[src/rtl/subpg_pkg.sv]
package subpg_pkg;
   typedef enum logic [2:0] {
      OUT_LEGACY  = 3'd0,
      OUT_ALLOW   = 3'd1,
      OUT_VIOLATE = 3'd2,
      OUT_MISS    = 3'd3,
      OUT_MISCONF = 3'd4
   } outcome_e;

   typedef enum logic [1:0] {
      ST_IDLE  = 2'd0,
      ST_ISSUE = 2'd1,
      ST_WAIT  = 2'd2
   } walk_state_e;

   localparam int ENTRY_W   = 64;
   localparam int ENTRY_LOG = 3;
   localparam int MISS_QUAL_BIT = 11;
endpackage

[src/rtl/subpg_entry_addr.sv]
// Forms the byte address of the entry for the current level.
module subpg_entry_addr #(
   parameter int PA_W     = 46,
   parameter int LEVELS   = 4,
   parameter int IDX_W    = 9,
   parameter int PAGE_LOG = 12,
   localparam int GPA_W   = PAGE_LOG + LEVELS * IDX_W,
   localparam int LVL_W   = (LEVELS > 1) ? $clog2(LEVELS) : 1,
   localparam int PFN_W   = PA_W - PAGE_LOG
) (
   input  logic [GPA_W-1:PAGE_LOG] gpa_pg,
   input  logic [LVL_W-1:0]        lvl,
   input  logic [PFN_W-1:0]        base_pfn,
   output logic [PA_W-1:0]         addr
);
   import subpg_pkg::*;

   logic [IDX_W-1:0] idx_tab [LEVELS];

   // level 0 is the leaf table, level LEVELS-1 the root table
   for (genvar g = 0; g < LEVELS; g++) begin : g_idx
      assign idx_tab[g] = gpa_pg[PAGE_LOG + g*IDX_W +: IDX_W];
   end

   assign addr = {base_pfn, idx_tab[lvl], {ENTRY_LOG{1'b0}}};
endmodule

[src/rtl/subpg_dir_check.sv]
// Classifies an L4/L3/L2 entry: reserved bits, present flag, next frame.
module subpg_dir_check #(
   parameter int PA_W     = 46,
   parameter int PAGE_LOG = 12,
   localparam int PFN_W   = PA_W - PAGE_LOG
) (
   input  logic [63:0]      ent,
   output logic             misconf,
   output logic             present,
   output logic [PFN_W-1:0] next_pfn
);
   localparam logic [63:0] ADDR_MASK = (64'd1 << PA_W) - 64'd1;
   localparam logic [63:0] LOW_MASK  = (64'd1 << PAGE_LOG) - 64'd1;
   localparam logic [63:0] RSV_MASK  = ~ADDR_MASK | (LOW_MASK & ~64'd1);

   assign misconf  = |(ent & RSV_MASK);
   assign present  = ent[0];
   assign next_pfn = ent[PA_W-1:PAGE_LOG];
endmodule

[src/rtl/subpg_leaf_check.sv]
// Splits an L1 entry into permission (even) and reserved (odd) bits.
module subpg_leaf_check #(
   parameter int SUB_IDX_W = 5,
   localparam int SUBS     = 1 << SUB_IDX_W
) (
   input  logic [2*SUBS-1:0]    ent,
   input  logic [SUB_IDX_W-1:0] sub,
   output logic                 misconf,
   output logic                 perm
);
   logic [SUBS-1:0] perm_v;
   logic [SUBS-1:0] rsv_v;

   for (genvar g = 0; g < SUBS; g++) begin : g_sub
      assign perm_v[g] = ent[2*g];
      assign rsv_v[g]  = ent[2*g+1];
   end

   assign misconf = |rsv_v;
   assign perm    = perm_v[sub];
endmodule

[src/rtl/subpg_walker.sv]
// Sub-page write-permission walker top.
module subpg_walker #(
   parameter int PA_W     = 46,
   parameter int LEVELS   = 4,
   parameter int IDX_W    = 9,
   parameter int PAGE_LOG = 12,
   parameter int SUB_LOG  = 7,
   localparam int GPA_W     = PAGE_LOG + LEVELS * IDX_W,
   localparam int PFN_W     = PA_W - PAGE_LOG,
   localparam int SUB_IDX_W = PAGE_LOG - SUB_LOG,
   localparam int LVL_W     = (LEVELS > 1) ? $clog2(LEVELS) : 1
) (
   input  logic                    clk,
   input  logic                    rst_n,
   input  logic                    req_valid,
   output logic                    req_ready,
   input  logic [GPA_W-1:SUB_LOG]  req_gpa,
   input  logic                    req_leaf_subprot,
   input  logic                    req_leaf_wr,
   input  logic                    cfg_subprot_en,
   input  logic [PFN_W-1:0]        cfg_root_pfn,
   output logic                    mem_req_valid,
   input  logic                    mem_req_ready,
   output logic [PA_W-1:0]         mem_req_addr,
   input  logic                    mem_rsp_valid,
   input  logic [63:0]             mem_rsp_data,
   output logic                    out_valid,
   output logic [2:0]              out_kind,
   output logic [63:0]             out_qual
);
   import subpg_pkg::*;

   // elaboration-time parameter checks
   if (PA_W <= PAGE_LOG || PA_W > 52) begin : g_bad_pa_w
      $error("PA_W must lie above PAGE_LOG and not exceed 52");
   end
   if (IDX_W + ENTRY_LOG != PAGE_LOG) begin : g_bad_idx_w
      $error("one table of 8-byte entries must fill exactly one page");
   end
   if (2 * (1 << SUB_IDX_W) != ENTRY_W) begin : g_bad_sub
      $error("leaf entry must hold two bits per sub-page");
   end
   if (GPA_W > 64 || LEVELS < 2) begin : g_bad_levels
      $error("LEVELS out of range");
   end

   localparam logic [LVL_W-1:0] TOP_LVL   = LVL_W'(LEVELS - 1);
   localparam logic [63:0]      QUAL_MISS = 64'd1 << MISS_QUAL_BIT;

   walk_state_e               state_q, state_d;
   logic [LVL_W-1:0]          lvl_q, lvl_d;
   logic [PFN_W-1:0]          pfn_q, pfn_d;
   logic [GPA_W-1:SUB_LOG]    gpa_q, gpa_d;
   logic                      fin;
   outcome_e                  fin_kind;
   logic                      out_valid_q;
   outcome_e                  out_kind_q;
   logic [63:0]               out_qual_q;

   logic                      dir_misconf, dir_present;
   logic [PFN_W-1:0]          dir_next;
   logic                      leaf_misconf, leaf_perm;

   subpg_entry_addr #(
      .PA_W(PA_W), .LEVELS(LEVELS), .IDX_W(IDX_W), .PAGE_LOG(PAGE_LOG)
   ) addr_i (
      .gpa_pg   (gpa_q[GPA_W-1:PAGE_LOG]),
      .lvl      (lvl_q),
      .base_pfn (pfn_q),
      .addr     (mem_req_addr)
   );

   subpg_dir_check #(
      .PA_W(PA_W), .PAGE_LOG(PAGE_LOG)
   ) dir_i (
      .ent      (mem_rsp_data),
      .misconf  (dir_misconf),
      .present  (dir_present),
      .next_pfn (dir_next)
   );

   subpg_leaf_check #(
      .SUB_IDX_W(SUB_IDX_W)
   ) leaf_i (
      .ent     (mem_rsp_data),
      .sub     (gpa_q[PAGE_LOG-1:SUB_LOG]),
      .misconf (leaf_misconf),
      .perm    (leaf_perm)
   );

   always_comb begin
      state_d  = state_q;
      lvl_d    = lvl_q;
      pfn_d    = pfn_q;
      gpa_d    = gpa_q;
      fin      = 1'b0;
      fin_kind = OUT_LEGACY;
      unique case (state_q)
         ST_IDLE: begin
            if (req_valid) begin
               gpa_d = req_gpa;
               if (!(cfg_subprot_en && req_leaf_subprot)) begin
                  fin      = 1'b1;
                  fin_kind = OUT_LEGACY;
               end else if (req_leaf_wr) begin
                  fin      = 1'b1;
                  fin_kind = OUT_ALLOW;
               end else begin
                  state_d = ST_ISSUE;
                  lvl_d   = TOP_LVL;
                  pfn_d   = cfg_root_pfn;
               end
            end
         end
         ST_ISSUE: begin
            if (mem_req_ready) state_d = ST_WAIT;
         end
         ST_WAIT: begin
            if (mem_rsp_valid) begin
               if (lvl_q != '0) begin
                  // reserved bits take precedence over the present flag
                  if (dir_misconf) begin
                     fin      = 1'b1;
                     fin_kind = OUT_MISCONF;
                     state_d  = ST_IDLE;
                  end else if (!dir_present) begin
                     fin      = 1'b1;
                     fin_kind = OUT_MISS;
                     state_d  = ST_IDLE;
                  end else begin
                     pfn_d   = dir_next;
                     lvl_d   = lvl_q - LVL_W'(1);
                     state_d = ST_ISSUE;
                  end
               end else begin
                  fin     = 1'b1;
                  state_d = ST_IDLE;
                  if (leaf_misconf)   fin_kind = OUT_MISCONF;
                  else if (leaf_perm) fin_kind = OUT_ALLOW;
                  else                fin_kind = OUT_VIOLATE;
               end
            end
         end
         default: state_d = ST_IDLE;
      endcase
   end

   always_ff @(posedge clk) begin
      if (!rst_n) begin
         state_q     <= ST_IDLE;
         lvl_q       <= '0;
         pfn_q       <= '0;
         gpa_q       <= '0;
         out_valid_q <= 1'b0;
         out_kind_q  <= OUT_LEGACY;
         out_qual_q  <= '0;
      end else begin
         state_q     <= state_d;
         lvl_q       <= lvl_d;
         pfn_q       <= pfn_d;
         gpa_q       <= gpa_d;
         out_valid_q <= fin;
         if (fin) out_kind_q <= fin_kind;
         out_qual_q  <= (fin && fin_kind == OUT_MISS) ? QUAL_MISS : '0;
      end
   end

   assign req_ready     = (state_q == ST_IDLE);
   assign mem_req_valid = (state_q == ST_ISSUE);
   assign out_valid     = out_valid_q;
   assign out_kind      = out_kind_q;
   assign out_qual      = out_qual_q;
endmodule

[config.mk]
export PLATFORM = sky130hd
export DESIGN_NAME = subpg_walker
export DESIGN_NICKNAME = d
export VERILOG_FILES = /design/src/rtl/subpg_pkg.sv /design/src/rtl/subpg_entry_addr.sv /design/src/rtl/subpg_dir_check.sv /design/src/rtl/subpg_leaf_check.sv /design/src/rtl/subpg_walker.sv
export SDC_FILE = /design/constraint.sdc
export NUM_CORES = 1
export LEC_CHECK = 0
export CORE_AREA = 2 2 106 108
export CTS_BUF_LIST = sky130_fd_sc_hd__clkbuf_8
export CTS_CLUSTER_SIZE = 16
export DETAILED_ROUTE_END_ITERATION = 6
export DIE_AREA = 0 0 108 110
export DONT_BUFFER_PORTS = 1
export SYNTH_ARGS = -nofsm -noshare
export SYNTH_HDL_FRONTEND = slang
export SYNTH_SLANG_ARGS = --single-unit
[constraint.sdc]
create_clock -name clk -period 4.4 [get_ports clk]
set_clock_uncertainty 0.2 [all_clocks]
set_input_delay 0.88 -clock clk [delete_from_list [all_inputs] [get_ports clk]]
set_output_delay 0.88 -clock clk [all_outputs]
set_load 0.05 [all_outputs]
Yosys cells after proc, flatten, opt, wreduce, memory -nomap -nowiden
Index checks and enable logic that the tools add are counted.
{ "totals": {"in_bits": 147, "out_inout_bits": 116, "wordCells": 81, "register_bits": 147} }
{ "classes": {"n_reduce_logical": 10, "muxes": 49, "magnitude_cmp": 2, "bitwise": 1, "addsub": 1, "eq_ne": 11} }
{ "op_table": {"columns": ["operator", "count"], "rows": [
  ["$mux 34", 7],
  ["$pmux 34 s2", 1],
  ["$reduce_or 32->1", 1],
  ["$mux 2", 15],
  ["$reduce_or 29->1", 1],
  ["$bmux 9 s2", 1],
  ["$mux 9", 2],
  ["$mux 1", 13],
  ["$mux 12", 1],
  ["$mux 3", 4],
  ["$ne 2x2->1 const B", 6],
  ["$reduce_and 8->1", 1],
  ["$lt 5x6->1 const B", 1],
  ["$pmux 2 s3", 1],
  ["$pmux 3 s2", 1],
  ["$bmux 1 s5", 1],
  ["$reduce_and 5->1", 1],
  ["$ne 2x1->1 const B", 2],
  ["$pmux 2 s2", 1],
  ["$reduce_bool 2->1", 2],
  ["$eq 3x2->1 const B", 1],
  ["$ge 3x3->1 const B", 1],
  ["$not 2->3", 1],
  ["$eq 2x1->1 const B", 1],
  ["other kinds (6)", 7]
]} }

Logic depth before layout (Yosys ltp)
{ "logic_depth": {"depth_word": 10, "ltp_mapped": 8, "depth_no_buf": 6} }

Cells and area by module
A second synthesis with hierarchy kept.
{ "unflattened": {"hier_cells": 639, "hier_area_um2": 5437.7} }
{ "modules_own_cells": {"columns": ["mod", "area_per_inst_um2", "cells_per_inst", "seq_area_each_um2", "instances"], "rows": [
  ["subpg_walker", 4211.5, 493, 1681.6, 1],
  ["subpg_entry_addr", 500.5, 49, 0.0, 1],
  ["subpg_leaf_check", 394.1, 52, 0.0, 1],
  ["subpg_dir_check", 331.6, 45, 0.0, 1]
]} }

Worst setup path before layout
No wires, ideal clock.
{ "synth_timing": {"kind": "input to register", "startpoint": "input mem_rsp_data[7]", "endpoint": "register pfn_q[29]", "path_slack_ps": 1616, "n_path_buf": 1, "path_stages": 7, "setup_time_ps": 116, "t_required_ps": 4084, "arrival_time_ps": 2467, "path_cell_list": "nor4_1 nand4_1 or4b_4 a21oi_4 buf_6 nand2_1 o211a_1"} }
{ "synth_via": {"elab_chain_len": 3} }
{ "synth_lines": {"columns": ["element", "line", "rtl"], "rows": [
  ["start, declared", "subpg_walker.sv:26", "input logic [63:0] mem_rsp_data,"],
  ["$reduce_or 29->1", "subpg_dir_check.sv:16", "assign misconf = |(ent & RSV_MASK);"],
  ["$ne 2x2->1 (no source line)", null, null],
  ["$reduce_and 8->1 (no source line)", null, null],
  ["end signal, assigned", "subpg_walker.sv:160", "pfn_q <= pfn_d;"],
  ["end, declared", "subpg_walker.sv:52", "logic [PFN_W-1:0] pfn_q, pfn_d;"]
]} }
No other way between the ends.
A chain may end at the register's enable or synchronous reset.

Final worst setup path
{ "layout_timing": {"startpoint": "input mem_rsp_data[1]", "endpoint": "register pfn_q[17]"} }
The elaborated chain is that of the path after synthesis.

==> results.sh <==
export IMPL_status="complete, no violations"
export IMPL_cts_path_max_buffers=2
export IMPL_placed_area_um2=4470
export IMPL_comb_power_share_pct=16.6
export IMPL_critPathArrivalTime_ns=3.02
export IMPL_final_cell_mix="nand2_1 (123), dfxtp_1 (84), conb_1 (66)"
export IMPL_cts_buffers=9
export IMPL_drive_gt1_share_pct=7.13
export IMPL_stdcell_area_um2=4670
export IMPL_setup_viol=0
export IMPL_synth_seq_area_share_pct=35.9
export IMPL_cts_tree="built"
export IMPL_dpl_hpwl_mm=8.34
export IMPL_crit_family="simple AND/OR/NAND/NOR gates"
export IMPL_nNetsFinal=648
export IMPL_swShare_pct=34.3
export IMPL_cp_required_ns=4.45
export IMPL_p_sw_uw=591
export IMPL_drtPass1Iterations=4
export IMPL_tightest_slew_ns=0.999
export IMPL_grt_pass1_wl_mm=16.6
export IMPL_p_clk_share_pct=32.6
export IMPL_gp_congestion=0.866
export IMPL_drtIter0Drc=164
export IMPL_crit_fanout=72
export IMPL_p_per_area_nw_per_um2=369
export IMPL_regArea_um2=1680
export IMPL_mostFrequentLayoutCell="nand2_1"
export IMPL_cts_sinks=84
export IMPL_synth_area_um2=4680
export IMPL_area_growth_pct=-0.267
export IMPL_n_fill_cell=1090
export IMPL_synth_ff_type="dfxtp_1"
export IMPL_start_kind="input pin"
export IMPL_yosys_warnings=0
export IMPL_cp_end_kind="flop"
export IMPL_rows=38
export IMPL_min_period_ns=2.98
export IMPL_ys_ff_latch=84
export IMPL_cts_resized_gates=0
export IMPL_io_pins=263
export IMPL_ant_nets=0
export IMPL_hold_path_class="flop to flop"
export IMPL_path_cells="nor4_1 -> nand4_1 -> or4b_4 -> a21oi_4 -> buf_4 -> nand2_1 -> o211a_1"
export IMPL_overflow=0
export IMPL_syn_inst=520
export IMPL_wl_per_cell_um=17.3
export IMPL_wl_mm=11.2
export IMPL_synth_edf_count=0
export IMPL_grt_use_total_pct=18.1
export IMPL_cts_hold_fix_buffers=0
export IMPL_fmaxAchievable_ghz=0.336
export IMPL_p_seq_share_pct=50.8
export IMPL_finalSetupTns_ns=0
export IMPL_start_util_pct=43.8
export IMPL_cts_root_buf="clkbuf_8"
export IMPL_path_clk_slew_ns=0.09
export IMPL_p_int_uw=1130
export IMPL_hold_viol=0
export IMPL_leakagePower_uw=0.00209
export IMPL_hold_slack_ns=0.263
export IMPL_avgSynthCellArea_um2=9.01
export IMPL_slew_headroom_pct=33.1
export IMPL_diodes=0
export IMPL_crit_slowest_cell="or4b_4"
export IMPL_route_detailed_drc=0
export IMPL_coreArea_um2=10700
export IMPL_dieArea_um2=11900
export IMPL_grt_pass1_vias=3259
export IMPL_multiInputGateArea_um2=2560
export IMPL_maxSlewViolCount=0
export IMPL_vias=3394
export IMPL_critPathKind="input pin to flop"
export IMPL_critical_path_max_stage_delay_ns=0.59
export IMPL_antenna_found_initial=0
export IMPL_min_period_over_period_pct=67.7
export IMPL_cts_setup_buffers=0
export IMPL_io_buffers=0
export IMPL_finish_utilization_pct=43.7
export IMPL_max_cap_viol_count=0
export IMPL_grt_setup_unrepaired="false"
export IMPL_vias_per_cell=5.26
export IMPL_clock_latency_ns=0.35
export IMPL_cts_max_level=3
export IMPL_die_x_um=108
export IMPL_async_flop_share_pct=0
export IMPL_peakVddDrop_mv=0.158
export IMPL_die_h_um=110
export IMPL_grt_max_degree=86
export IMPL_path_buf_inv=1
export IMPL_ys_types=40
per-stage QoR:
step           setup slack (ns)  std cells  total power (uW)
3_5_place_dp              0.986        629              1180
6_report                   1.42        645              1720
3_3_place_gp               1.07        629              1180
4_1_cts                    1.38        645              1750
2_1_floorplan              1.62        585              1200
5_1_grt                    1.17        645              1800
Yosys cell counts, types with 2 or more instances:
library cell / n / area share, %
nand3_1: 10 / 1.1
o21a_1: 2 / 0.32
a22oi_1: 3 / 0.48
mux2i_1: 46 / 9.8
clkbuf_1: 21 / 1.7
nand4_1: 4 / 0.53
nor2_1: 9 / 0.72
buf_4: 69 / 11
nor3_1: 2 / 0.21
mux4_2: 11 / 5.3
buf_1: 2 / 0.16
buf_2: 5 / 0.53
inv_1: 6 / 0.48
o211a_1: 36 / 7.7
a21boi_0: 42 / 6.7
nor2b_1: 4 / 0.53
dfxtp_1: 84 / 36
nand3b_1: 2 / 0.32
a311oi_1: 3 / 0.56
a21oi_1: 3 / 0.32
nor4_1: 10 / 1.3
and2_1: 3 / 0.40
buf_6: 4 / 0.96
nand2_1: 123 / 9.9
state kept, by name (all words and copies together) (netlist names):
| signal | count |
|---|---|
| gpa_q | 41 |
| pfn_q | 34 |
| out_kind | 3 |
| lvl_q | 2 |
| state_q | 2 |
| out_qual | 1 |
| out_valid | 1 |
metal layers:
metal | track usage (%) | routed length (um) | share of wire (%)
met5 | 0 | 0 | 0
met1 | 21.3 | 4500 | 40
met2 | 31.9 | 5590 | 50
met4 | 5.77 | 148 | 1.3
met3 | 5.41 | 922 | 8.3
area by class of cell:
cell class / instances / share of cell area (%)
Multi-Input combinational cell: 394 / 54.7
Sequential cell: 84 / 36.0
Tap cell: 140 / 3.75
Clock buffer: 9 / 2.65
Clock inverter: 7 / 1.58
Timing Repair Buffer: 5 / 0.804
Inverter: 6 / 0.482
power by group through the flow:
stage / Clock [uW] / Combinational (uW) / Sequential [uW]
3_3_place_gp: 0 / 283 / 893
5_1_grt: 611 / 309 / 882
3_5_place_dp: 0 / 287 / 895
2_1_floorplan: 0 / 325 / 879
4_1_cts: 583 / 288 / 877
6_report: 561 / 286 / 876
cells by family (layout without fill, tap and decap cells):
logic type,after synthesis,count (layout),synth area share [%]
fa+ha+maj,1,1,0.267
buf+inv,107,27,14.9
other cells,1,66,0.0801
flops,84,84,35.9
mux,58,58,15.4
simple gates,172,172,16.0
compound gates,97,97,17.5
path summary, 6_finish.rpt:
| check | start | endpoint | slack (ns) | depth (start not counted) |
|---|---|---|---|---|
| hold reg to reg | gpa_q[26] | gpa_q[26] | 0.26 | 2 |
| setup reg to reg | lvl_q[1] | pfn_q[17] | 1.45 | 7 |
| hold / removal | gpa_q[26] | gpa_q[26] | 0.26 | 2 |
| setup / recovery | mem_rsp_data[1] | pfn_q[17] | 1.42 | 7 |
tightest hold or removal path: stages, from the launching register on:
cell	delay, ns
dfxtp_1	0.32
nand2_1	0.04
a21boi_0	0.06
No activity file was read; power rests on OpenSTA's default activity.
